### config.mk
export PLATFORM = sky130hd
export DESIGN_NAME = gate_timer
export DESIGN_NICKNAME = d
export VERILOG_FILES = /design/src/rtl/gate_timer.sv
export SDC_FILE = /design/constraint.sdc
export NUM_CORES = 1
export LEC_CHECK = 0
export BUFFER_PORTS_ARGS = -buffer_cell sky130_fd_sc_hd__buf_2
export CAP_MARGIN = 20
export CORE_ASPECT_RATIO = 0.75
export CORE_UTILIZATION = 35
export CTS_BUF_LIST = sky130_fd_sc_hd__clkbuf_8
export CTS_CLUSTER_SIZE = 20
export DETAILED_ROUTE_END_ITERATION = 7
export HOLD_SLACK_MARGIN = 0.05
export PLACE_DENSITY_LB_ADDON = 0.2
export REMOVE_ABC_BUFFERS = 1
export SYNTH_ARGS = -nofsm -noshare
export SYNTH_HDL_FRONTEND = slang
export SYNTH_SLANG_ARGS = --single-unit
### constraint.sdc
create_clock -name clk -period 4.2 [get_ports clk]
set_input_delay 0.42 -clock clk [delete_from_list [all_inputs] [get_ports clk]]
set_output_delay 0.42 -clock clk [all_outputs]
set_load 0.03 [all_outputs]
### src/rtl/gate_timer.sv
module gate_timer #(
  parameter int PRESCALE    = 12,
  parameter int SYNC_STAGES = 2,
  parameter int BYTE_W      = 8,
  parameter int LOW13_W     = 5
) (
  input  logic              clk,
  input  logic              rst,
  input  logic              run_en,
  input  logic              gate_en,
  input  logic              gate_in,
  input  logic              src_ext,
  input  logic              pre_undiv,
  input  logic              mode16,
  input  logic              cnt_pin,
  input  logic              lo_wr,
  input  logic              hi_wr,
  input  logic [BYTE_W-1:0] wr_data,
  input  logic              ovf_clr,
  output logic [BYTE_W-1:0] lo_q,
  output logic [BYTE_W-1:0] hi_q,
  output logic              ovf
);
  localparam int PW      = $clog2(PRESCALE);
  localparam int FULL_W  = 2 * BYTE_W;
  localparam int SHORT_W = BYTE_W + LOW13_W;

  logic [PW-1:0]          pre_cnt;
  logic [SYNC_STAGES-1:0] pin_sync;
  logic                   pin_prev;

  wire pre_tick = (pre_cnt == PW'(PRESCALE - 1));

  always_ff @(posedge clk) begin
    if (rst)           pre_cnt <= '0;
    else if (pre_tick) pre_cnt <= '0;
    else               pre_cnt <= pre_cnt + 1'b1;
  end

  always_ff @(posedge clk) begin
    if (rst) begin
      pin_sync <= '0;
      pin_prev <= 1'b0;
    end else begin
      pin_sync <= {pin_sync[SYNC_STAGES-2:0], cnt_pin};
      pin_prev <= pin_sync[SYNC_STAGES-1];
    end
  end

  wire pin_fall = pin_prev & ~pin_sync[SYNC_STAGES-1];
  wire int_tick = pre_undiv | pre_tick;
  wire src_tick = src_ext ? pin_fall : int_tick;
  wire allowed  = run_en & (~gate_en | gate_in);
  wire inc      = allowed & src_tick & ~lo_wr & ~hi_wr;

  wire [FULL_W-1:0]  wide  = {hi_q, lo_q};
  wire [SHORT_W-1:0] short = {hi_q, lo_q[LOW13_W-1:0]};
  wire [FULL_W-1:0]  wide_nxt  = wide + 1'b1;
  wire [SHORT_W-1:0] short_nxt = short + 1'b1;
  wire at_top = mode16 ? (&wide) : (&short);

  always_ff @(posedge clk) begin
    if (rst) begin
      lo_q <= '0;
      hi_q <= '0;
    end else begin
      if (lo_wr) lo_q <= wr_data;
      if (hi_wr) hi_q <= wr_data;
      if (inc) begin
        if (mode16) begin
          {hi_q, lo_q} <= wide_nxt;
        end else begin
          hi_q               <= short_nxt[SHORT_W-1:LOW13_W];
          lo_q[LOW13_W-1:0]  <= short_nxt[LOW13_W-1:0];
        end
      end
    end
  end

  always_ff @(posedge clk) begin
    if (rst)               ovf <= 1'b0;
    else if (inc & at_top) ovf <= 1'b1;
    else if (ovf_clr)      ovf <= 1'b0;
  end
endmodule

==> results.toml <==
[cts]
cts_sinks = 24
numCtsBuffers = 3
cts_resized = 0
h-tree-depth = 1
cts_hold_buffers = 0
clkTransAtPathRegs_ns = 0.08
post_cts_buffers = 0
cts_buffer_depth = 2
clock_latency_ns = 0.27
cts_root_buf = "clkbuf_8"
cts_tree = "done"

[cells_and_area]
diodes = 0
drive_gt1_frac = 0.229
multi_input_area_um2 = 762
layout.nets = 212
most-common-layout-cells = "buf_2, dfxtp_1, a21oi_1"
area_delta_synth_final_pct = 18.4
fillers = 395
instances_no_fill = 240
mostFrequentLayoutCell = "buf_2"
seq_area_um2 = 480

[power]
vdd_drop_max_v = 0.000154
p_leak_nw = 0.654
power_mw = 0.478
power.density_nw_per_um2 = 303

[outcome]
status = "finished clean"

[grt]
grt_pass1_wl_mm = 5.18
grt-ovfl-total = 0
grt_use_total = 0.164
grt_pass1_vias = 1174
antenna_found_initial = 0
grt_start_max_net_pins = 31

[drt]
ant_nets = 0
met2_length_mm = 1.27
route.met3.wl_um = 178
wire_per_inst_um = 12.7
dr.max_layer_used = "met4"
drtPass1Iterations = 4
drt-initial-drc-count = 54
drt-vias-per-instance = 5.17
wirelength_mm = 3.05
dr_total_vias = 1241
m1WireLength_mm = 1.58
post-route-drc-count = 0

[synthesis]
syn_area_um2 = 1330
ys_types = 40
ys.flop_type = "dfxtp_1"
synth_cells = 158
ys_seq_area_frac = 0.361
synth.ff_latch_count = 24
synth_edf_count = 0
synth_async_sr_flop_share = 0
yosys_warnings = 0
synth_area_per_cell_um2 = 8.43

[timing]
finalSetupViolations = 0
finalCriticalPeriod_ns = 2.04
finalCritPeriodShare = 0.486
finClkSkew_ns = 0.00718
tns_ns = 0
hold_viol = 0
rsz0062_at_grt = "false"
tightest_slew_ns = 0.633
max_clock_freq_ghz = 0.490
final_max_slew_viol_count = 0
slew_headroom = 0.578

[floorplan]
die_area_um2 = 4060
ios = 37
rows = 19
core_area_um2 = 3660
die_h_um = 55.4
die_x_um = 73.3
start_util = 0.364

[critical_path]
worst_setup_path_end_kind = "flop"
cp_max_fo = 13
critPathRequiredTime_ns = 4.39
start_kind = "flop"
worstPathArrival_ns = 2.24
criticalPathCategory = "flop to flop"

[place]
portBuffers = 36
dp_hpwl_mm = 2.34
gp_congestion = 0.781
dp_cells = 237

[hold_path]
hp-class = "input pin to flop"

[run]
drv_cap = 0
[where the power goes]
part | internal (mW) | switching [mW]
Clock | 0.0642 | 0.0708
Sequential | 0.241 | 0.0144
Combinational | 0.0342 | 0.0538
Total | 0.339 | 0.139
[Yosys cell counts (all sizes together) (3+ instances only)]
cell type / n / share of area
nor2: 8 / 0.023
buf: 3 / 0.014
a21oi: 15 / 0.056
nor2b: 4 / 0.019
o32a: 3 / 0.023
dfxtp: 24 / 0.36
inv: 13 / 0.037
o21a: 7 / 0.039
o211ai: 3 / 0.017
nand2b: 3 / 0.020
nand4: 10 / 0.047
clkbuf: 6 / 0.017
nor3b: 3 / 0.017
xnor2: 8 / 0.053
nand3: 10 / 0.038
nand2: 8 / 0.023
[flip-flops by register name, indices dropped and copies added (netlist names)]
signal    count
hi_q          8
lo_q          8
ovf           1
pin_prev      1
pre_cnt       4
pin_sync      2
[critical path, stage by stage (launching register included)]
cell,delay (ns)
dfxtp_1,0.31
nand2b_4,0.14
a2111oi_4,0.64
nand3b_4,0.28
or3_1,0.42
a31oi_1,0.18
[kinds of logic (layout without fill, tap and decap cells)]
kind of cell             Yosys count  in the layout  synth area share
buffers and inverters             22             52            0.0676
adder cells (fa/ha/maj)            2              2            0.0188
multiplexers                       2              2            0.0150
flip-flops                        24             24             0.361
AO/OA/AOI/OAI                     39             39             0.210
AND/OR/NAND/NOR                   61             61             0.275
XOR/XNOR                           8              8            0.0526
[area by class of cell]
type / count / area share
multi-input combinational: 112 / 0.483
timing repair buffer: 36 / 0.114
clock buffer: 3 / 0.0262
inverter: 13 / 0.0309
sequential: 24 / 0.305
tap: 52 / 0.0412
[through the flow]
stage	area [um^2]	setup slack (ns)	hold WS (ns)	util
floorplan	1290	2.31	0.414	-
global placement	1540	2.06	0.445	0.420
detailed placement	1540	1.92	0.453	0.420
CTS	1580	2.12	0.361	0.431
global route	1580	2.00	0.365	0.431
finish	1580	2.16	0.369	0.431
[worst paths after layout]
path | startpoint | endpoint | slack (ns) | cells past startpoint
max | pin_sync[1]$_SDFF_PP0_ | lo_q[7]$_SDFF_PP0_ | 2.16 | 5
min | cnt_pin | pin_sync[0]$_SDFF_PP0_ | 0.37 | 2
max reg2reg | pin_sync[1]$_SDFF_PP0_ | lo_q[7]$_SDFF_PP0_ | 2.16 | 5
min reg2reg | pin_sync[0]$_SDFF_PP0_ | pin_sync[1]$_SDFF_PP0_ | 0.46 | 1
[layer usage]
layer  vias to the layer above  global-route usage
met3                         4              0.0511
met5                         -                   0
met4                         0              0.0420
met2                        29               0.251
met1                       577               0.221
li1                        631                   -
Power figures use the tool's default switching activity.
